$ cat config.mk
export PLATFORM = sky130hd
export DESIGN_NAME = edge_capture_unit
export DESIGN_NICKNAME = d
export VERILOG_FILES = /design/src/rtl/cap_pkg.sv /design/src/rtl/cap_pin_sync.sv /design/src/rtl/cap_edge_qual.sv /design/src/rtl/cap_slots.sv /design/src/rtl/edge_capture_unit.sv
export SDC_FILE = /design/constraint.sdc
export NUM_CORES = 1
export LEC_CHECK = 0
export ABC_AREA = 0
export BUFFER_PORTS_ARGS = -buffer_cell sky130_fd_sc_hd__buf_4
export CAP_MARGIN = 25
export CELL_PAD_IN_SITES_DETAIL_PLACEMENT = 0
export CELL_PAD_IN_SITES_GLOBAL_PLACEMENT = 1
export CORE_ASPECT_RATIO = 1.75
export CORE_UTILIZATION = 43
export DETAILED_ROUTE_END_ITERATION = 6
export PLACE_DENSITY = 0.81
export SETUP_SLACK_MARGIN = 0.2
export SLEW_MARGIN = 30
export SYNTH_ARGS = -nofsm -noshare
export SYNTH_HDL_FRONTEND = slang
export SYNTH_SLANG_ARGS = --single-unit
export TNS_END_PERCENT = 50
$ cat constraint.sdc
create_clock -name clk_i -period 4.45 [get_ports clk_i]
set_clock_uncertainty 0.1 [all_clocks]
set_input_delay 0.6675 -clock clk_i [delete_from_list [all_inputs] [get_ports clk_i]]
set_output_delay 0.6675 -clock clk_i [all_outputs]
set_load 0.02 [all_outputs]
$ cat src/rtl/cap_pkg.sv
package cap_pkg;
  typedef enum logic [1:0] {
    EDGE_OFF  = 2'd0,
    EDGE_RISE = 2'd1,
    EDGE_FALL = 2'd2,
    EDGE_ANY  = 2'd3
  } edge_mode_e;
endpackage

$ cat src/rtl/cap_pin_sync.sv
module cap_pin_sync #(
  parameter int STAGES = 2
) (
  input  logic clk_i,
  input  logic rst_ni,
  input  logic pin_i,
  output logic level_o,
  output logic prev_o
);
  logic [STAGES-1:0] sync_q;
  logic              prev_q;

  generate
    if (STAGES == 1) begin : g_one
      always_ff @(posedge clk_i or negedge rst_ni)
        if (!rst_ni) sync_q <= '0;
        else         sync_q <= pin_i;
    end else begin : g_many
      always_ff @(posedge clk_i or negedge rst_ni)
        if (!rst_ni) sync_q <= '0;
        else         sync_q <= {sync_q[STAGES-2:0], pin_i};
    end
  endgenerate

  // prev follows regardless of mode: no false edge on enable
  always_ff @(posedge clk_i or negedge rst_ni)
    if (!rst_ni) prev_q <= 1'b0;
    else         prev_q <= sync_q[STAGES-1];

  assign level_o = sync_q[STAGES-1];
  assign prev_o  = prev_q;
endmodule

$ cat src/rtl/cap_edge_qual.sv
module cap_edge_qual
  import cap_pkg::*;
(
  input  logic       level_i,
  input  logic       prev_i,
  input  edge_mode_e mode_i,
  input  logic       is_input_i,
  output logic       hit_o
);
  logic rise, fall;
  assign rise = level_i & ~prev_i;
  assign fall = ~level_i & prev_i;

  always_comb begin
    unique case (mode_i)
      EDGE_RISE: hit_o = rise;
      EDGE_FALL: hit_o = fall;
      EDGE_ANY:  hit_o = rise | fall;
      default:   hit_o = 1'b0;
    endcase
    if (!is_input_i) hit_o = 1'b0;
  end
endmodule

$ cat src/rtl/cap_slots.sv
module cap_slots
  import cap_pkg::*;
#(
  parameter int CNT_W = 32
) (
  input  logic             clk_i,
  input  logic             rst_ni,
  input  logic             hit_i,
  input  logic [CNT_W-1:0] count_i,
  input  edge_mode_e       mode_i,
  input  logic             is_input_i,
  input  logic             second_sel_i,
  input  logic             rearm_i,
  output logic [CNT_W-1:0] slot1_o,
  output logic [CNT_W-1:0] slot2_o,
  output logic             event_o
);
  localparam int NUM_W = 2;

  logic [NUM_W-1:0] num_q;
  logic [CNT_W-1:0] slot1_q, slot2_q;
  logic             event_q;
  edge_mode_e       mode_q;
  logic             arm_on_enable, rearm, take;

  assign arm_on_enable = (mode_q == EDGE_OFF) && (mode_i != EDGE_OFF);
  assign rearm         = rearm_i | arm_on_enable;
  assign take          = hit_i && !rearm && (num_q < NUM_W'(2));

  always_ff @(posedge clk_i or negedge rst_ni)
    if (!rst_ni) begin
      num_q   <= '0;
      slot1_q <= '0;
      slot2_q <= '0;
      event_q <= 1'b0;
      mode_q  <= EDGE_OFF;
    end else begin
      mode_q  <= mode_i;
      event_q <= 1'b0;
      if (rearm) begin
        num_q <= '0;
      end else if (take) begin
        num_q <= num_q + NUM_W'(1);
        if (num_q == '0) slot1_q <= count_i;
        else             slot2_q <= count_i;
        event_q <= (num_q == NUM_W'(second_sel_i));
      end
    end

  assign slot1_o = slot1_q;
  assign slot2_o = slot2_q;
  assign event_o = event_q;

  a_r3_count_max: assert property (@(posedge clk_i) disable iff (!rst_ni)
    num_q <= NUM_W'(2));
  a_r3_full_hold: assert property (@(posedge clk_i) disable iff (!rst_ni)
    (num_q == NUM_W'(2) && !rearm_i) |=> ($stable(slot1_q) && $stable(slot2_q)));
  a_r2_output_hold: assert property (@(posedge clk_i) disable iff (!rst_ni)
    !is_input_i |=> ($stable(slot1_q) && $stable(slot2_q)));
  a_r1_off_no_hit: assert property (@(posedge clk_i) disable iff (!rst_ni)
    (mode_i == EDGE_OFF) |-> !hit_i);
  a_r6_rearm_zero: assert property (@(posedge clk_i) disable iff (!rst_ni)
    rearm_i |=> (num_q == '0));
  a_r5_event_counted: assert property (@(posedge clk_i) disable iff (!rst_ni)
    event_q |-> (num_q != '0));
endmodule

$ cat src/rtl/edge_capture_unit.sv
module edge_capture_unit
  import cap_pkg::*;
#(
  parameter int CNT_W       = 32,
  parameter int SYNC_STAGES = 2
) (
  input  logic             clk_i,
  input  logic             rst_ni,
  input  logic             pin_i,
  input  logic [CNT_W-1:0] count_i,
  input  logic [1:0]       edge_mode_i,
  input  logic             pin_is_input_i,
  input  logic             second_sel_i,
  input  logic             rearm_i,
  output logic [CNT_W-1:0] slot1_o,
  output logic [CNT_W-1:0] slot2_o,
  output logic             event_o
);
  logic       level, prev, hit;
  edge_mode_e mode;
  assign mode = edge_mode_e'(edge_mode_i);

  cap_pin_sync #(.STAGES(SYNC_STAGES)) u_sync (
    .clk_i(clk_i), .rst_ni(rst_ni), .pin_i(pin_i),
    .level_o(level), .prev_o(prev)
  );

  cap_edge_qual u_qual (
    .level_i(level), .prev_i(prev), .mode_i(mode),
    .is_input_i(pin_is_input_i), .hit_o(hit)
  );

  cap_slots #(.CNT_W(CNT_W)) u_slots (
    .clk_i(clk_i), .rst_ni(rst_ni), .hit_i(hit), .count_i(count_i),
    .mode_i(mode), .is_input_i(pin_is_input_i), .second_sel_i(second_sel_i),
    .rearm_i(rearm_i), .slot1_o(slot1_o), .slot2_o(slot2_o), .event_o(event_o)
  );
endmodule

-- Word-level counts from Yosys, hierarchy flattened
Index checks and enable logic that the tools add are counted.
W data, S select, Z words.
- output and inout bits: 65
- register bits after elaboration: 72
- word-level logic and storage cells: 37
- bits of input ports: 40
- $lt $le $gt $ge: 1
- bitwise gates (word level): 8
- reduce and logical (&&, ||, !) cells: 10
- equal/unequal tests: 4
- add/sub/neg operators: 1
- mux-type cells: 6
- operator list (cell ; count):
    $reduce_and A3 Y1 ; 2
    $eq A2 B2 Y1 const B ; 2
    $logic_not A2 Y1 ; 2
    $mux W2 ; 2
    $not A1 Y1 ; 4
    $reduce_bool A2 Y1 ; 2
    $logic_and A1 B1 Y1 ; 3
    $mux W1 ; 3
    $pmux W1 S3 ; 1
    $add A2 B1 Y2 const B ; 1
    $and A1 B1 Y1 ; 2
    $eq A2 B1 Y1 ; 1
    $eq A2 B1 Y1 const B ; 1
    $lt A2 B2 Y1 const B ; 1
    $or A1 B1 Y1 ; 2
    $logic_not A1 Y1 ; 1

-- Depth between registers and ports, before layout
Gate-level depths: netlist (run 1).
- depth after elaboration: 9
- mapped depth: 7
- gate-level depth less buffers: 6

-- By module
A second synthesis (run 1) with hierarchy kept.
- cells, all modules: 169
- area total of the unflattened synthesis: 2970.3 um^2
- modules (own cells, without submodules) (module ; cells an instance ; instances ; seq. area each (um^2) ; area an instance (um^2)):
    cap_slots ; 157 ; 1 ; 1726.7 ; 2832.7
    cap_pin_sync ; 3 ; 1 ; 75.1 ; 75.1
    cap_edge_qual ; 9 ; 1 ; 0.0 ; 62.6

-- Least setup slack after synthesis (run 1)
OpenSTA, ideal clock, no wires.
- path type: input port to flip-flop
- start point: input edge_mode_i[1]
- end point: register u_slots.slot1_q[0], in the netlist u_slots.slot1_o[0]
- required time: 4.225 ns
- stages: 5
- arrival: 1.746 ns
- library setup time: 0.125 ns
- buffers on the path: 1
- path slack: 2.479 ns
- path through: or2_1 a21oi_4 o211ai_4 buf_6 mux2_4
- cells in the longest elaborated chain, start to end: 7
- elaborated cells between the ends (all ways): 13
- classes of those cells: eq/ne (3); mux (2); bitwise (2); reduce/logical (6)
- RTL lines (element ; RTL line ; RTL):
    start: declaration ; edge_capture_unit.sv:11 ; input logic [1:0] edge_mode_i,
    branches (longest 6 deep; another with $pmux W1 S3) ; - ;
    $reduce_and A3 Y1 (no source line) (*) ; - ;
    end signal: assignment ; cap_slots.sv:44 ; if (num_q == '0) slot1_q <= count_i;
    end: declaration ; cap_slots.sv:21 ; logic [CNT_W-1:0] slot1_q, slot2_q;
Every way passes the cells marked *.
A chain may end at the register's enable or synchronous reset.

-- Worst setup path in the final report (run 1)
- start point: register u_sync.sync_q[1]
- end point: register u_slots.slot1_q[15], in the netlist u_slots.slot1_o[15]
- cells in the longest elaborated chain, start to end: 8
- elaborated cells between the ends (all ways): 9
- classes of those cells: mux (2); bitwise (4); reduce/logical (3)
- RTL lines (element ; RTL line ; RTL):
    start: declaration ; cap_pin_sync.sv:10 ; logic [STAGES-1:0] sync_q;
    start signal: assignment ; cap_pin_sync.sv:21 ; else sync_q <= {sync_q[STAGES-2:0], pin_i};
    $not A1 Y1 ; cap_edge_qual.sv:12 ; assign fall = ~level_i & prev_i;
    $and A1 B1 Y1 ; cap_edge_qual.sv:12 ;
    $or A1 B1 Y1 ; cap_edge_qual.sv:18 ; EDGE_ANY: hit_o = rise | fall;
    $pmux W1 S3 (*) ; cap_edge_qual.sv:15 ; unique case (mode_i)
    $mux W1 (*) ; cap_edge_qual.sv:21 ; if (!is_input_i) hit_o = 1'b0;
    $logic_and A1 B1 Y1 (*) (2 in series) ; cap_slots.sv:28 ; assign take = hit_i && !rearm && (num_q < NUM_W'(2));
    $reduce_and A3 Y1 (no source line) (*) ; - ;
Mark *: on every way between the ends. The rest lies on a longest branch, timed or not.

==> results of run 1 <==
-- layout make-up --
class | instances | area [µm²]
clock buffer | 12 | 256
clock inverter | 1 | 5.00
fill | 542 | 2650
inverter | 6 | 22.5
multi-input combinational | 88 | 1160
sequential | 72 | 1800
tap | 84 | 105
timing repair buffer | 108 | 855
-- through the flow --
stage | utilization | worst slack (ps) | std cells | area, µm² | hold WS, ps
final | 0.613 | 2140 | 371 | 4210 | 237
after global routing | 0.613 | 2020 | 371 | 4210 | 267
after CTS | 0.605 | 1690 | 369 | 4150 | 256
after detailed placement | 0.567 | 1590 | 356 | 3880 | 237
after global placement | 0.567 | 1620 | 356 | 3880 | 243
after floorplan | - | 2480 | 172 | 3050 | 231
-- layer usage --
metal / wire length (µm) / GRT usage / up-vias
met5: 0 / 0 / -
met1: 2390 / 0.224 / 894
met4: 155 / 0.107 / 0
li1: - / - / 822
met3: 309 / 0.0450 / 11
met2: 3390 / 0.293 / 56
-- registers in the layout, summed over array words and instances (netlist names) --
signal           cells
u_slots.slot1_o     32
u_slots.slot2_o     32
u_slots.mode_q       2
u_slots.num_q        2
u_sync.sync_q        2
u_slots.event_o      1
u_sync.prev_o        1
-- cells by family after synthesis --
kind of cell	share of synthesized area
buffers and inverters	0.0295
and+or+nand+nor	0.0209
DFF	0.590
AOI/OAI and AO/OA	0.0340
xor gates and xnor gates	0.00287
adders and majority gates	0.0123
muxes	0.310
-- worst register-to-register path: stages, from the launching register on --
cell      delay, ps
dfrtp_1         360
inv_1            60
ha_1            270
nand2b_1        170
a21oi_4         110
o211ai_4        430
buf_4           360
mux2_4          340
-- worst paths after layout --
path | slack, ps | cells after the start | to | from
setup / recovery | 2140 | 7 | u_slots.slot1_o[15]$_DFFE_PN0P_ | u_sync.sync_q[1]$_DFF_PN0_
hold / removal | 240 | 1 | u_sync.sync_q[0]$_DFF_PN0_ | rst_ni
setup reg to reg | 2140 | 7 | u_slots.slot1_o[15]$_DFFE_PN0P_ | u_sync.sync_q[1]$_DFF_PN0_
hold reg to reg | 250 | 0 | u_sync.sync_q[1]$_DFF_PN0_ | u_sync.sync_q[0]$_DFF_PN0_
max in group asynchronous | 3560 | 1 | u_slots.slot2_o[7]$_DFFE_PN0P_ | rst_ni
min in group clk_i | 250 | 0 | u_sync.sync_q[1]$_DFF_PN0_ | u_sync.sync_q[0]$_DFF_PN0_
-- cells in the mapped netlist, drive strengths merged --
master and count:
inv 6, o211ai 2, ha 3, o21ai 1, dfrtp 72, or2 1, nor2 3, a21oi 4
nand3b 1, mux2 64, buf 6, xor2 1, nor3 2, nand4b 1, nand3 1, a31oi 1
nand2b 2, o21a 1
-- where the power goes --
part / internal, mW / leakage, nW / switching [mW]
logic: 0.374 / 1.24 / 0.309
registers: 0.798 / 0.925 / 0.0906
clock network: 0.397 / 0.130 / 0.244
total: 1.57 / 2.30 / 0.644
-- cell usage in the layout, fill, tap and decap left out, drive strengths merged --
master  netlist  layout
clkinv        0       1
nand4b        1       1
xor2          1       1
nand2b        2       2
a31oi         1       1
o21ai         1       1
buf           6     108
nand3b        1       1
dfrtp        72      72
nor3          2       2
nor2          3       3
nand3         1       1
mux2         64      64
clkbuf        0      12
a21oi         4       4
o211ai        2       2
o21a          1       1
inv           6       6
or2           1       1
ha            3       3
==> flow_summary.toml, run 1 <==
[critical_path]
crit_path_end_kind = "flop"
worstSetupPathType = "reg2reg"
cp_cell_sequence = "inv_1 -> ha_1 -> nand2b_1 -> a21oi_4 -> o211ai_4 -> buf_4 -> mux2_4"
cp_data_required_time_ps = 4560
arrival_ps = 2420
worst-path-max-fanout = 13
cpMaxStageDelayCell = "o211ai_4"
startpoint_type = "flop"
worst_path_largest_cell_delay_ps = 430
cpLargestDelayFamily = "compound AO/OA/AOI/OAI gates"
timing.critical_path.buf_inv = 2

[clock_tree]
cts_root_buf = "clkbuf_16"
cts.reportedPaths.clkPinSlew_ps = 50
cts_setup_buffers = 0
cts_hold_buffers = 0
cts_buffer_depth = 2
h-tree-depth = 3
cts_tree = "built"
numCtsBuffers = 9
cts_resized = 0
cts_sinks = 72
insertion_delay_ps = 330

[detailed_routing]
drt_wl_total_um = 6250
detailroute.via_count = 1783
vias_per_cell = 4.81
wl_per_cell_um = 16.8
final_antenna_net_count = 0
first_iter_violations = 81
drt_pre_antenna_iters = 4
drc_errors = 0

[yosys]
synth_cell_type_count = 21
synthTopCellsByArea = "dfrtp_1, mux2_4, buf_6"
synthesis.nets = 215
synth_top_area_frac = 0.590
yosys.area.top_type = "dfrtp_1"
syn_area_um2 = 3050
synth_cells = 172
syn_avg_cell_area_um2 = 17.7
synth-seq-cells = 72
yosysSeqAreaShare = 0.590
synth_warnings = 0

[floorplan]
design.die.area_um2 = 7450
start_util = 0.445
die_y_um = 113
ios = 105
die_x_um = 65.7
core_um2 = 6860
num_rows = 40

[grt]
track_usage = 0.185
grt_first_pass_wirelength_um = 9980
grt_pass1_vias = 1888
grt_max_degree = 73
antenna_found_initial = 0
overflow = 0

[place]
dp.final_hpwl_um = 4310
routabilityCongestion = 0.778
io_buffers = 104

[power_and_ir_drop]
power.density_nw_per_um2 = 526
vdd_drop_max_mv = 0.260
finalPower_mw = 2.21
p_leak_nw = 2.30

[sta]
finalCritPeriodShare = 0.520
final-setup-viol-count = 0
hold_viol = 0
tns_ps = 0
maxSlewHeadroom = 0.569
fmax_mhz = 433
period_minus_slack_ps = 2310
slew_violations = 0
tightest_slew_ps = 647
rsz0062_at_grt = "no"

[final_layout]
finalNetCount = 328
area_delta_synth_final_pct = 37.8
insertedDiodeCount = 0
drive_gt1_frac = 0.659

[run_status]
status = "finished clean"

[flow_run]
drv_cap = 0

[worst_hold_path]
hp-class = "in2async"
Note: power is estimated with default switching activity, not from simulation.
==> inputs of run 2 (changes only) <==
- ABC_AREA: 0 -> 1
- CORE_UTILIZATION: 43 -> 32
- PLACE_DENSITY: 0.81 -> 0.73
- clock period: 4.45 -> 2 ns (I/O delays scaled with it)
==> run 2 against run 1 <==
Effect of this change:
- cell area grew 4.8%
- synthesized cell count is 87% higher
- routed wire length is 39% higher
- final cell count up 53%
- die area is 28% higher
- worst hold slack got worse by 220 ps
- register-to-register slack lost 1900 ps
- sequential share of layout area fell by 2.0 points
- power increased by 130%
- largest power group unchanged
==> flow_summary.toml, run 2 <==
[sta]
tightest_slew_ps = 363
hold_slack_ps = 17.4
fmax_mhz = 572
final-setup-viol-count = 0
tns_ps = 0
maxSlewHeadroom = 0.758
slew_violations = 0
setup_ws_ps = 251
period_minus_slack_ps = 1750
hold_viol = 0
rsz0062_at_grt = "yes"
finalCritPeriodShare = 0.874

[clock_tree]
cts_root_buf = "clkbuf_16"
h-tree-depth = 3
numCtsBuffers = 9
insertion_delay_ps = 330
cts_tree = "built"
cts_sinks = 72
cts.reportedPaths.clkPinSlew_ps = 50
cts_buffer_depth = 2

[yosys]
synth.cells.most_frequent = "nand2_1, dfrtp_1, nand3_1"
yosys.area.top_type = "dfrtp_1"
synth_cells = 322
synthesis.nets = 365
synth_cell_type_count = 19
synth-seq-cells = 72
synthArstFlopShare = 1.00
syn_avg_cell_area_um2 = 9.07
syn_area_um2 = 2920
yosysSeqAreaShare = 0.617
synth_top_area_frac = 0.617
synth_flop_cell = "dfrtp_1"
yosysMostFrequentCell = "nand2_1"
synthTopCellsByArea = "dfrtp_1, nand2_1, nand3_1"
synth_warnings = 0
synth_edf_count = 0

[power_and_ir_drop]
p_sw_frac = 0.330
power_frac_clock = 0.291
pwr-share-comb = 0.308
p_seq_frac = 0.400
switchingPower_mw = 1.66
p_leak_nw = 2.41
internal-power_mw = 3.37
vdd_drop_max_mv = 0.710
power.density_nw_per_um2 = 1140

[flow_run]
drv_cap = 0

[final_layout]
nFillCells = 898
area_delta_synth_final_pct = 50.9
finalNetCount = 488
final_cell_mix = "nand2_1, buf_4, dfrtp_1, nand3_1, clkbuf_16"
drive_gt1_frac = 0.352
fin_util = 0.502
insertedDiodeCount = 0
layout.cells.most_common = "nand2_1"

[critical_path]
r2r.worst_path.cells = 11
cp_cell_sequence = "inv_1 -> ha_1 -> inv_1 -> nand2_1 -> nand3_2 -> nand3_2 -> nor2_4 -> buf_6 -> clkbuf_16 -> nand3_1 -> nand2_1"
cp_data_required_time_ps = 2170
crit_path_end_kind = "flop"
reg2reg_setup_slack_ps = 250
worstSetupPathType = "reg2reg"
timing.rr.end = "u_slots.slot2_o[5]$_DFFE_PN0P_"
worst-path-max-fanout = 7
reg2reg_from = "u_sync.sync_q[1]$_DFF_PN0_"
startpoint_type = "flop"
arrival_ps = 1920
cpMaxStageDelayCell = "dfrtp_1"
worst_path_largest_cell_delay_ps = 360

[detailed_routing]
final_antenna_net_count = 0
drt_wl_total_um = 8700
vias_per_cell = 4.68
detailroute.via_count = 2648
wl_per_cell_um = 15.4
drc_errors = 0
drt_pre_antenna_iters = 4
first_iter_violations = 222

[worst_hold_path]
min_from = "edge_mode_i[0]"
min_to = "u_slots.mode_q[0]$_DFF_PN0_"
hp-class = "in2reg"
holdPathStages = 1

[place]
dp.final_hpwl_um = 5530
dp_slack_ps = 190
routabilityCongestion = 0.854
io_buffers = 104

[floorplan]
core_um2 = 8780
num_rows = 45
die_y_um = 128
die_x_um = 74.2
start_util = 0.332
ios = 105
design.die.area_um2 = 9530

[grt]
antenna_found_initial = 0
grt_max_degree = 34
track_usage = 0.182
overflow = 0
grt_pass1_vias = 2540
grt_first_pass_wirelength_um = 12800

[run_status]
status = "finished clean"
[run 2: cells by family after synthesis]
family / synth area share
DFF: 0.617
xor gates and xnor gates: 0.00300
AOI/OAI and AO/OA: 0.00814
buffers and inverters: 0.0548
adders and majority gates: 0.0129
and+or+nand+nor: 0.304
[run 2: what timing repair did]
action	4_1_cts	5_1_grt
endpoints found under the hold margin	25	0
pin swaps	1	8
hold buffers	2	0
gates cloned	1	6
setup endpoints to repair	37	65
gates resized for setup	2	18
setup buffers	2	5
[run 2: cell type report]
cell class	instances	area, µm²	share of cell area
Inverter	11	41.3	0.00937
Tap cell	117	146	0.0332
Sequential cell	72	1800	0.409
Clock buffer	12	256	0.0582
Multi-Input combinational cell	219	1010	0.228
Timing Repair Buffer	132	1140	0.258
Clock inverter	3	17.5	0.00398
[run 2: worst max-delay path by stage]
stage,from,endpoint
floorplan,u_sync.sync_q[1]$_DFF_PN0_,u_slots.slot2_o[14]$_DFFE_PN0P_
global placement,u_sync.sync_q[1]$_DFF_PN0_,u_slots.slot2_o[15]$_DFFE_PN0P_
detailed placement,u_sync.sync_q[1]$_DFF_PN0_,u_slots.slot2_o[30]$_DFFE_PN0P_
CTS,u_sync.sync_q[1]$_DFF_PN0_,u_slots.slot1_o[8]$_DFFE_PN0P_
global route,u_sync.prev_o$_DFF_PN0_,u_slots.slot1_o[2]$_DFFE_PN0P_
finish,u_sync.sync_q[1]$_DFF_PN0_,u_slots.slot2_o[5]$_DFFE_PN0P_
[run 2: routing by layer]
metal / GRT usage / up-vias / wire length, µm
li1: - / 1270 / -
met1: 0.210 / 1292 / 3330
met3: 0.0493 / 12 / 362
met2: 0.316 / 74 / 4850
met5: 0 / - / 0
met4: 0.0710 / 0 / 161
[run 2: critical path: cells and delay by family (launching register included)]
kind	cells	cell delay, ps
flip-flops	1	360
adder cells (fa/ha/maj)	1	270
AND/OR/NAND/NOR	6	550
buffers and inverters	4	410
[run 2: stage by stage]
step                      cells  area, µm²  power, mW
after global placement      535       3860       3.53
after detailed placement    535       3860       3.55
after global routing        566       4410       5.33
after floorplan             322       2920       2.76
final                       566       4410       5.04
after CTS                   555       4210       5.06
[run 2: power groups by stage]
| stage | logic (mW) | registers [mW] | clock network, mW |
|---|---|---|---|
| floorplan | 0.344 | 2.42 | 0 |
| detailed placement | 1.52 | 2.04 | 0 |
| finish | 1.55 | 2.02 | 1.47 |
| global route | 1.69 | 2.06 | 1.58 |
| CTS | 1.54 | 2.02 | 1.50 |
| global placement | 1.50 | 2.03 | 0 |
==> inputs of run 3 (changes only) <==
==> constraint.sdc (replaced) <==
create_clock -name clk_i -period 2 [get_ports clk_i]
set_clock_uncertainty 0.1 [all_clocks]
set_input_delay 0.2 -clock clk_i [delete_from_list [all_inputs] [get_ports clk_i]]
set_output_delay 0.2 -clock clk_i [all_outputs]
set_load 0.02 [all_outputs]
==> run 3 against run 2 <==
Effect of this change:
- non-clock buffer count increased by 20
- clock-buffer cell count unchanged
- clock power about the same
- via count increased by 1.6%
- utilization increased by 2.2 points
- maximum frequency decreased by 0.51%
- worst hold slack got worse by 12 ps
- cell area increased by 4.3%
==> flow_summary.toml, run 3 (synthesis gave the netlist of run 2 again) <==
[power_and_ir_drop]
finalPower_mw = 5.06
p_leak_nw = 2.48
vdd_drop_max_mv = 0.539
power.density_nw_per_um2 = 1100

[critical_path]
arrival_ps = 1940
cp_data_required_time_ps = 2180
cp_cell_sequence = "dlygate4sd3_1 -> buf_4 -> inv_2 -> nand2_2 -> a21oi_4 -> nand3_2 -> nor2_4 -> buf_6 -> clkbuf_16 -> nand3_1 -> nand2_1"
worst-path-max-fanout = 6
worstSetupPathType = "in2reg"
worst_path_largest_cell_delay_ps = 540
crit_path_end_kind = "flop"
cpMaxStageDelayCell = "dlygate4sd3_1"
startpoint_type = "primary input"

[sta]
maxSlewHeadroom = 0.726
hold_viol = 0
rsz0062_at_grt = "yes"
setup_ws_ps = 243
finalCritPeriodShare = 0.879
period_minus_slack_ps = 1760
tns_ps = 0
final-setup-viol-count = 0
tightest_slew_ps = 411
slew_violations = 0
fmax_mhz = 569

[floorplan]
num_rows = 45
die_x_um = 74.2
ios = 105
die_y_um = 128
core_um2 = 8780
design.die.area_um2 = 9530
start_util = 0.332

[final_layout]
nFillCells = 896
finalNetCount = 508
area_delta_synth_final_pct = 57.4
layout.cells.most_common = "nand2_1"
drive_gt1_frac = 0.323
insertedDiodeCount = 0
design_area_um2 = 4600
final_cell_mix = "nand2_1, buf_4, dfrtp_1, nand3_1, dlygate4sd3_1"

[grt]
grt_max_degree = 47
track_usage = 0.183
overflow = 0
grt_use_met2 = 0.306
grt_first_pass_wirelength_um = 12700
top_usage_layer = "met2"
use_met3 = 0.0587
antenna_found_initial = 0
grt_pass1_vias = 2560
met1_usage = 0.207

[detailed_routing]
detailroute.via_count = 2690
final_antenna_net_count = 0
vias_per_cell = 4.61
drt_wl_total_um = 8950
first_iter_violations = 121
drc_errors = 0
wl_per_cell_um = 15.3
drt_pre_antenna_iters = 5

[clock_tree]
cts_tree = "built"
cts_buffer_depth = 2
h-tree-depth = 3
numCtsBuffers = 9
cts_sinks = 72
cts_root_buf = "clkbuf_16"
insertion_delay_ps = 330
cts.reportedPaths.clkPinSlew_ps = 50

[flow_run]
drv_cap = 0

[place]
io_buffers = 104
dp_slack_ps = 205
dp.final_hpwl_um = 5370
routabilityCongestion = 0.823
dpl-instance-area_um2 = 3840

[run_status]
status = "finished clean"

[worst_hold_path]
hp-class = "in2reg"
[run 3: cell types whose count changed in the layout (fill, tap and decap cells not counted), sizes merged]
cell / delta
clkinv: -1
dlygate4sd3: +23
clkbuf: +1
buf: -4
clkinvlp: -1
[run 3: final cells by class]
class	instances	area, µm²	area share
flip-flops and latches	72	1800	0.392
repair buffers	152	1340	0.292
multi-input cells	219	1000	0.218
clock buffers	12	256	0.0558
well taps	117	146	0.0318
inverters	11	41.3	0.00898
clock inverters	1	5.00	0.00109
[run 3: worst paths after layout]
path	from	end	slack [ps]	cells after the start
min in group asynchronous	rst_ni	u_slots.mode_q[0]$_DFF_PN0_	240	2
setup / recovery	edge_mode_i[1]	u_slots.slot2_o[14]$_DFFE_PN0P_	240	11
setup reg to reg	u_sync.sync_q[1]$_DFF_PN0_	u_slots.slot2_o[14]$_DFFE_PN0P_	250	11
max in group asynchronous	rst_ni	u_slots.slot1_o[16]$_DFFE_PN0P_	990	3
hold reg to reg	u_sync.sync_q[0]$_DFF_PN0_	u_sync.sync_q[1]$_DFF_PN0_	250	0
hold / removal	count_i[7]	u_slots.slot1_o[7]$_DFFE_PN0P_	6	3
[run 3: repair_timing]
item / CTS / global route
setup endpoints to repair: 5 / 65
hold buffers: 25 / 0
cloned: 0 / 7
resized for setup: 0 / 17
pin swaps: 0 / 10
setup buffers: 0 / 5
hold endpoints to repair: 59 / 0
[run 3: metal layers]
| layer | part of all wire | wire length [µm] | up-vias |
|---|---|---|---|
| li1 | - | - | 1313 |
| met1 | 0.39 | 3500 | 1290 |
| met2 | 0.54 | 4820 | 72 |
| met3 | 0.044 | 398 | 15 |
| met4 | 0.025 | 224 | 0 |
| met5 | 0 | 0 | - |
[run 3: stage by stage]
stage | util | hold slack, ps | instances
global placement | 0.437 | 59.1 | 534
global route | 0.523 | 8.50 | 584
detailed placement | 0.437 | 58.7 | 534
CTS | 0.496 | 0.502 | 572
finish | 0.523 | 5.66 | 584
floorplan | - | -196 | 322
[run 3: report_power, final]
part	total (mW)	switching [mW]	leakage, nW	internal, mW
Combinational	1.58	0.882	1.43	0.702
Clock	1.46	0.573	0.130	0.884
Sequential	2.02	0.215	0.921	1.80
[run 3: critical path: cells and delay by family]
family | cells | cell delay [ps]
simple gates | 5 | 500
buf+inv | 5 | 1060
compound gates | 1 | 170
